==> src/rtl/boot_seq_pkg.sv <==
`timescale 1ns/1ps
package boot_seq_pkg;

  localparam int WORD_W = 32;
  localparam int SR_W   = 16;

  typedef enum logic [2:0] {
    ST_CFG    = 3'd0,
    ST_SRINIT = 3'd1,
    ST_RD_SSP = 3'd2,
    ST_RD_PC  = 3'd3,
    ST_RUN    = 3'd4,
    ST_HALT   = 3'd5
  } seq_st_t;

  // status register field positions
  localparam int SR_T_BIT = 15;
  localparam int SR_S_BIT = 13;
  localparam int SR_M_BIT = 12;
  localparam int SR_I_LO  = 8;

  // status value applied by the reset exception
  function automatic logic [SR_W-1:0] sr_reset_word();
    logic [SR_W-1:0] w;
    w = '0;
    w[SR_T_BIT] = 1'b0;
    w[SR_S_BIT] = 1'b1;
    w[SR_M_BIT] = 1'b0;
    w[SR_I_LO +: 3] = 3'b111;
    return w;
  endfunction

  // core configuration word
  function automatic logic [WORD_W-1:0] cfg_core_word(
    input logic [7:0] fam,
    input logic [3:0] rev,
    input logic       has_div,
    input logic       has_mac
  );
    logic [WORD_W-1:0] w;
    w = '0;
    w[31:24] = fam;
    w[23:20] = rev;
    w[4]     = has_div;
    w[3]     = has_mac;
    return w;
  endfunction

  // memory configuration word
  function automatic logic [WORD_W-1:0] cfg_mem_word(
    input logic [15:0] rom_code,
    input logic [15:0] ram_code
  );
    return {rom_code, ram_code};
  endfunction

endpackage

==> src/rtl/boot_seq_ctl.sv <==
`timescale 1ns/1ps
module boot_seq_ctl
  import boot_seq_pkg::*;
(
  input  logic    clk,
  input  logic    rst_n,
  input  logic    rd_ok,
  input  logic    rd_bad,
  input  logic    rd_odd,
  output seq_st_t state
);

  seq_st_t nxt;

  always_comb begin
    nxt = state;
    unique case (state)
      ST_CFG:    nxt = ST_SRINIT;
      ST_SRINIT: nxt = ST_RD_SSP;
      ST_RD_SSP: begin
        if (rd_bad)      nxt = ST_HALT;
        else if (rd_ok)  nxt = ST_RD_PC;
      end
      ST_RD_PC: begin
        if (rd_bad || (rd_ok && rd_odd)) nxt = ST_HALT;
        else if (rd_ok)                  nxt = ST_RUN;
      end
      ST_RUN:    nxt = ST_RUN;
      ST_HALT:   nxt = ST_HALT;
      default:   nxt = ST_HALT;
    endcase
  end

  always_ff @(posedge clk or negedge rst_n) begin
    if (!rst_n) state <= ST_CFG;
    else        state <= nxt;
  end

endmodule

==> src/rtl/boot_rd_port.sv <==
`timescale 1ns/1ps
module boot_rd_port
  import boot_seq_pkg::*;
#(
  parameter int ADDR_W = 32
) (
  input  logic              rst_n,
  input  seq_st_t           state,
  input  logic              bus_ack,
  input  logic              bus_err,
  input  logic [WORD_W-1:0] bus_rdata,
  output logic              bus_req,
  output logic [ADDR_W-1:0] bus_addr,
  output logic              rd_ok,
  output logic              rd_bad,
  output logic              rd_odd
);

  localparam logic [ADDR_W-1:0] SSP_ADDR = ADDR_W'(0);
  localparam logic [ADDR_W-1:0] PC_ADDR  = ADDR_W'(4);

  always_comb begin
    bus_req  = rst_n && ((state == ST_RD_SSP) || (state == ST_RD_PC));
    bus_addr = (state == ST_RD_PC) ? PC_ADDR : SSP_ADDR;
  end

  // error wins over acknowledge
  assign rd_bad = bus_req && bus_err;
  assign rd_ok  = bus_req && bus_ack && !bus_err;
  assign rd_odd = bus_rdata[0];

endmodule

==> src/rtl/boot_arch_regs.sv <==
`timescale 1ns/1ps
module boot_arch_regs
  import boot_seq_pkg::*;
(
  input  logic              clk,
  input  logic              rst_n,
  input  logic              ev_cfg,
  input  logic              ev_sr,
  input  logic              ev_ssp,
  input  logic              ev_pc,
  input  logic [WORD_W-1:0] core_word,
  input  logic [WORD_W-1:0] mem_word,
  input  logic [WORD_W-1:0] rdata,
  output logic [WORD_W-1:0] d0_q,
  output logic [WORD_W-1:0] d1_q,
  output logic [SR_W-1:0]   sr_q,
  output logic [WORD_W-1:0] vbr_q,
  output logic [WORD_W-1:0] ssp_q,
  output logic [WORD_W-1:0] pc_q
);

  always_ff @(posedge clk or negedge rst_n) begin
    if (!rst_n) begin
      d0_q  <= '0;
      d1_q  <= '0;
      sr_q  <= '0;
      vbr_q <= '0;
      ssp_q <= '0;
      pc_q  <= '0;
    end else begin
      if (ev_cfg) begin
        d0_q <= core_word;
        d1_q <= mem_word;
      end
      if (ev_sr) begin
        sr_q  <= sr_reset_word();
        vbr_q <= '0;
      end
      if (ev_ssp) ssp_q <= rdata;
      if (ev_pc)  pc_q  <= rdata;
    end
  end

endmodule

==> src/rtl/boot_exc_seq.sv <==
`timescale 1ns/1ps
module boot_exc_seq
  import boot_seq_pkg::*;
#(
  parameter int          ADDR_W    = 32,
  parameter logic [7:0]  FAMILY_ID = 8'h4A,
  parameter logic [3:0]  CORE_REV  = 4'h3,
  parameter bit          HAS_DIV   = 1'b1,
  parameter bit          HAS_MAC   = 1'b1,
  parameter logic [15:0] ROM_CODE  = 16'h0040,
  parameter logic [15:0] RAM_CODE  = 16'h0008
) (
  input  logic              clk,
  input  logic              rst_n,
  output logic              bus_req,
  output logic [ADDR_W-1:0] bus_addr,
  input  logic              bus_ack,
  input  logic              bus_err,
  input  logic [31:0]       bus_rdata,
  output logic [31:0]       cfg_d0,
  output logic [31:0]       cfg_d1,
  output logic [15:0]       sr_out,
  output logic [31:0]       vbr_out,
  output logic [31:0]       ssp_out,
  output logic [31:0]       pc_out,
  output logic              fetch_en,
  output logic              halted,
  output logic              mem_en
);

  seq_st_t state;
  logic rd_ok, rd_bad, rd_odd;

  // named internal events
  logic ev_cfg, ev_sr, ev_ssp, ev_pc, ev_fault;

  localparam logic [WORD_W-1:0] CORE_WORD =
    cfg_core_word(FAMILY_ID, CORE_REV, HAS_DIV, HAS_MAC);
  localparam logic [WORD_W-1:0] MEM_WORD = cfg_mem_word(ROM_CODE, RAM_CODE);

  boot_seq_ctl u_ctl (
    .clk    (clk),
    .rst_n  (rst_n),
    .rd_ok  (rd_ok),
    .rd_bad (rd_bad),
    .rd_odd (rd_odd),
    .state  (state)
  );

  boot_rd_port #(.ADDR_W(ADDR_W)) u_port (
    .rst_n     (rst_n),
    .state     (state),
    .bus_ack   (bus_ack),
    .bus_err   (bus_err),
    .bus_rdata (bus_rdata),
    .bus_req   (bus_req),
    .bus_addr  (bus_addr),
    .rd_ok     (rd_ok),
    .rd_bad    (rd_bad),
    .rd_odd    (rd_odd)
  );

  assign ev_cfg   = (state == ST_CFG);
  assign ev_sr    = (state == ST_SRINIT);
  assign ev_ssp   = (state == ST_RD_SSP) && rd_ok;
  assign ev_pc    = (state == ST_RD_PC) && rd_ok && !rd_odd;
  assign ev_fault = rd_bad || ((state == ST_RD_PC) && rd_ok && rd_odd);

  boot_arch_regs u_regs (
    .clk       (clk),
    .rst_n     (rst_n),
    .ev_cfg    (ev_cfg),
    .ev_sr     (ev_sr),
    .ev_ssp    (ev_ssp),
    .ev_pc     (ev_pc),
    .core_word (CORE_WORD),
    .mem_word  (MEM_WORD),
    .rdata     (bus_rdata),
    .d0_q      (cfg_d0),
    .d1_q      (cfg_d1),
    .sr_q      (sr_out),
    .vbr_q     (vbr_out),
    .ssp_q     (ssp_out),
    .pc_q      (pc_out)
  );

  assign fetch_en = rst_n && (state == ST_RUN);
  assign halted   = rst_n && (state == ST_HALT);
  assign mem_en   = fetch_en;

endmodule

==> config.mk <==
export PLATFORM = sky130hd
export DESIGN_NAME = boot_exc_seq
export DESIGN_NICKNAME = d
export VERILOG_FILES = /design/src/rtl/boot_seq_pkg.sv /design/src/rtl/boot_seq_ctl.sv /design/src/rtl/boot_rd_port.sv /design/src/rtl/boot_arch_regs.sv /design/src/rtl/boot_exc_seq.sv
export SDC_FILE = /design/constraint.sdc
export NUM_CORES = 1
export LEC_CHECK = 0
export ABC_AREA = 0
export BUFFER_PORTS_ARGS = -buffer_cell sky130_fd_sc_hd__buf_2
export CAP_MARGIN = 0
export CORE_UTILIZATION = 35
export DETAILED_ROUTE_END_ITERATION = 16
export GPL_TIMING_DRIVEN = 0
export PLACE_DENSITY = 0.72
export SYNTH_ARGS = -nofsm -noshare
export SYNTH_HDL_FRONTEND = slang
export SYNTH_HIERARCHICAL = 1
export SYNTH_SLANG_ARGS = --single-unit
==> constraint.sdc <==
create_clock -name clk -period 4 [get_ports clk]
set_input_delay 0 -clock clk [delete_from_list [all_inputs] [get_ports clk]]
set_output_delay 0 -clock clk [all_outputs]
set_load 0.05 [all_outputs]
Word-level counts from Yosys, hierarchy flattened
Cells that the tools add are included.
W data, S select, Z words.
Word-level totals
  logic and storage cells: 35
  input bits: 36
  bits in registers: 70
  output and inout port bits: 212
Cells by class
  muxes and demuxes: 6
  eq/ne operators: 7
  reductions and logical operators: 16
Operators by type and width (count)
  $mux W3: 5
  $pmux W3 S5: 1
  $logic_and A1 B1 Y1: 10
  $eq A3 B2 Y1 const B: 2
  $eq A3 B3 Y1 const B: 2
  $ne A3 B2 Y1 const B: 2
  $eq A3 B1 Y1 const B: 1
  $logic_not A3 Y1: 1
  $logic_not A1 Y1: 2
  $logic_or A1 B1 Y1: 2
  $reduce_and A2 Y1: 1

Depth between registers and ports, before layout
  word-level depth: 9
  depth in mapped cells: 7
  depth with buffers taken out: 5

Cells and area by module
Netlist, hierarchy kept.
Modules (own cells, without submodules)
  boot_arch_regs: times used 1, area each 5505.3 µm², cells an instance 321
  boot_rd_port: times used 1, area each 279.0 µm², cells an instance 37
  boot_seq_ctl: times used 1, area each 136.4 µm², cells an instance 12
  boot_exc_seq: times used 1, area each 87.6 µm², cells an instance 10

Worst setup path after synthesis
OpenSTA, ideal clock, no wires.
  path kind: reg2reg
  start point: register u_ctl.state[1]
  end point: register u_regs.pc_q[1]
  clock period less this slack: 2171 ps
  slack: 1829 ps
  library setup time: 125 ps
  arrival time: 2047 ps
  cell stages (with the launch flop): 8
  path through: dfrtp_1 > and3b_2 > and3b_1 > nand3b_4 > nor3b_2 > buf_6 > buf_6 > mux2_2
On the way
  longest elaborated chain between the ends: 7
  elaborated cells on any way between the ends: 8
  classes of those cells: eq/ne: 2; reduce/logical: 6
Ends and longest elaborated chain
  start, declared: line boot_seq_ctl.sv:10  | output seq_st_t state
  start signal, assigned: line boot_seq_ctl.sv:36  | else state <= nxt;
  $eq A3 B2 Y1: line boot_rd_port.sv:23  | bus_req = rst_n && ((state == ST_RD_SSP) || (state == ST_RD_PC));
  $logic_or A1 B1 Y1 (*): line boot_rd_port.sv:23
  $logic_and A1 B1 Y1 (*): line boot_rd_port.sv:23
  net bus_req: line boot_exc_seq.sv:15  | output logic bus_req,
  $logic_and A1 B1 Y1 (*) (2 in series): line boot_rd_port.sv:29  | assign rd_ok = bus_req && bus_ack && !bus_err;
  net rd_ok: line boot_exc_seq.sv:32  | logic rd_ok, rd_bad, rd_odd;
  $logic_and A1 B1 Y1 (*)
  $logic_and A1 B1 Y1 (*): line boot_exc_seq.sv:66  | assign ev_pc = (state == ST_RD_PC) && rd_ok && !rd_odd;
  net ev_pc: line boot_exc_seq.sv:35  | logic ev_cfg, ev_sr, ev_ssp, ev_pc, ev_fault;
  end signal, assigned: line boot_arch_regs.sv:40  | if (ev_pc) pc_q <= rdata;
  end, declared: line boot_arch_regs.sv:19  | output logic [WORD_W-1:0] pc_q
The timed path passes the listed nets; every way through them passes the cells marked *.
A chain may end at the register's enable or synchronous reset.

Final worst setup path
  start point: input port rst_n
  end point: register u_regs.pc_q[1]
On the way
  longest elaborated chain between the ends: 5
Ends and longest elaborated chain
  start, declared: line boot_exc_seq.sv:14  | input logic rst_n,
  $logic_and A1 B1 Y1: line boot_rd_port.sv:23
  $logic_and A1 B1 Y1 (2 in series): line boot_rd_port.sv:29
  net rd_ok: line boot_exc_seq.sv:32
  $logic_and A1 B1 Y1
  $logic_and A1 B1 Y1: line boot_exc_seq.sv:66
  net ev_pc: line boot_exc_seq.sv:35
The timed path passes the listed nets, and every way through them passes these cells.

==> impl_metrics.env <==
export IMPL_run_status="finished, final reports clean"
export IMPL_synth_most_common_cell="dfrtp_1"
export IMPL_place_area_mm2=0.007685
export IMPL_synth_edf_count=0
export IMPL_yosys_warnings=6
export IMPL_drv_slew=0
export IMPL_setup_tns_ns=0
export IMPL_place_hpwl_um=8314
export IMPL_synth_cell_types=25
export IMPL_syn_cell_area_mm2=0.006008
export IMPL_wl_per_cell_um=12.35
export IMPL_port_buffers=172
export IMPL_antenna_found_initial=0
export IMPL_synthTopCellsByCount="dfrtp_1 (132), buf_4 (80), mux2_4 (67)"
export IMPL_fin_skew_ns=0.004898
export IMPL_syn_inst=380
export IMPL_utilization=0.5108
export IMPL_async_flop_share=1.000
export IMPL_rows=47
export IMPL_grt_setup_unrepaired="no"
export IMPL_path_max_fanout=71
export IMPL_cap_violations=0
export IMPL_drive_gt1_frac=0.5707
export IMPL_cts_made_buffers=17
export IMPL_grt_util_met3=0.06437
export IMPL_fmaxAchievable_mhz=377.6
export IMPL_hold_viol=0
export IMPL_cts_setup_buffers=0
export IMPL_cts_hold_buf=33
export IMPL_worst_skew_pair_late_latency_ns=0.41
export IMPL_chipWidth_um=133.0
export IMPL_fin_crit_ns=2.649
export IMPL_avgSynthCellArea_um2=15.81
export IMPL_drcViolationCount=0
export IMPL_yosysSeqAreaShare=0.5498
export IMPL_grt_use_met1=0.1690
export IMPL_design_area_mm2=0.008531
export IMPL_grt_first_pass_wirelength_um=19470
export IMPL_p_per_area_mw_per_mm2=788.0
export IMPL_core_area_mm2=0.01670
export IMPL_relSlewSlack=0.5921
export IMPL_worst_setup_path_type="input pin to flop"
export IMPL_busiest_layer="met2"
export IMPL_grt_pass1_vias=3796
export IMPL_fin_crit_sh=0.6621
export IMPL_worstPathRequired_ns=4.29
export IMPL_cp_data_arrival_time_ns=2.94
export IMPL_clkTransAtPathRegs_ns=0.05
export IMPL_routabilityCongestion=0.7339
export IMPL_cts_buffer_depth=2
export IMPL_synth_top_area_frac=0.5498
export IMPL_routed_wl_um=11980
export IMPL_hold_path_depth=4
export IMPL_grt_overflow=0
export IMPL_use_met2=0.2272
export IMPL_setup_violations=0
export IMPL_start_util=0.3598
export IMPL_ys_ff_latch=132
export IMPL_die_y_um=133.0
export IMPL_clock_root_buffer="clkbuf_16"
export IMPL_synth_area_leader_cell="dfrtp_1"
export IMPL_netlist_top_cells_area="dfrtp_1 (55%), mux2_4 (17%), mux2_2 (11%)"
export IMPL_cts_tree="yes"
export IMPL_drtIter0Drc=61
export IMPL_dr_pass1_iters=3
export IMPL_end_kind="flop"
export IMPL_hold_path_class="input pin to flop"
export IMPL_holdWs_ns=0.08366
export IMPL_ctsHtreeMaxLevel=4
export IMPL_num_vias=3723
export IMPL_r2r_worst_path_cells=7
export IMPL_ios=248
export IMPL_grt_max_degree=72
export IMPL_start_kind="input pin"
export IMPL_ir_worst_vdd_mv=0.5968
export IMPL_cts_sinks=132
export IMPL_areaGrowthSynthToFinish_pct=41.98
export IMPL_antenna_left=0
export IMPL_worstMarginPinSlew_ns=0.6118
export IMPL_vias_per_cell=3.838
export IMPL_track_usage=0.1428
export IMPL_synth_main_ff_cell="dfrtp_1"
export IMPL_antenna_cells=0
export IMPL_nets=776
export IMPL_die_area_mm2=0.01769
export IMPL_post_cts_resized=0
export IMPL_cellLeakagePower_nw=4.741
[layout by cell type, fill, tap and decap left out, types with 2 or more instances in the layout]
master           n
and3b_2          2
buf_12           6
buf_2          171
buf_4           80
buf_6           10
clkbuf_1         5
clkbuf_16       17
clkinv_2         4
conb_1         139
dfrtp_1        132
dlygate4sd3_1   33
mux2_2          61
mux2_4          67
nor2_1           3
[worst max-delay path, cell delays in order]
cell	delay (ns)
dlygate4sd3_1	0.55
buf_6	0.47
buf_16	0.37
and3b_2	0.26
and3b_1	0.27
nand3b_4	0.10
nor3b_2	0.19
buf_6	0.15
buf_6	0.17
mux2_2	0.35
[state kept, by name (all words and copies together) (netlist names)]
register	flops
u_regs/pc_q	32
u_ctl/state	3
u_regs/d1_q	32
u_regs/d0_q	32
u_regs/sr_q	1
u_regs/ssp_q	32
[report_power, final]
| part | switching [W] | leakage (nW) | total (W) | internal, W |
|---|---|---|---|---|
| Clock | 0.000528 | 0.253 | 0.00138 | 0.000854 |
| Sequential | 0.000258 | 1.68 | 0.00202 | 0.00176 |
| Combinational | 0.00216 | 2.80 | 0.00332 | 0.00116 |
[kinds of logic after synthesis]
kind of cell           Yosys count  synth area share
other                            4          0.002498
muxes                          128            0.2818
AOI/OAI and AO/OA                5          0.006040
buffers and inverters           95            0.1368
and+or+nand+nor                 16           0.02312
DFF                            132            0.5498
[final cells by class]
class | count | area [um^2]
Buffer | 95 | 822.0
Clock buffer | 23 | 457.9
Clock inverter | 6 | 57.56
Fill cell | 1418 | 8170
Multi-Input combinational cell | 288 | 2390
Sequential cell | 132 | 3303
Tap cell | 220 | 275.3
Timing Repair Buffer | 206 | 1225
[final timing paths]
check                                  end            start  slack (ns)
max                         u_regs/pc_q[1]            rst_n        1.35
min                         u_ctl/state[2]          bus_err        0.08
min reg2reg                u_regs/pc_q[30]  u_regs/pc_q[30]        0.50
max in group asynchronous  u_regs/ssp_q[3]            rst_n        3.11
min in group asynchronous  u_regs/d0_q[25]            rst_n        0.15
max reg2reg                 u_regs/pc_q[1]   u_ctl/state[1]        1.85
[per-stage QoR]
| stage | worst slack [ns] | total power, W | instances |
|---|---|---|---|
| detailed placement | 1.428 | 0.005341 | 908 |
| floorplan | 1.829 | 0.004690 | 515 |
| global placement | -0.2173 | 0.005289 | 907 |
| global route | 1.130 | 0.007036 | 970 |
| CTS | 1.317 | 0.006798 | 970 |
| finish | 1.351 | 0.006722 | 970 |
[per-layer routing]
metal	routed length [um]	part of all wire
met1	5049	0.42
met2	5661	0.47
met3	1084	0.091
met4	181	0.015
met5	0	0
Note: power is estimated with default switching activity, not from simulation.
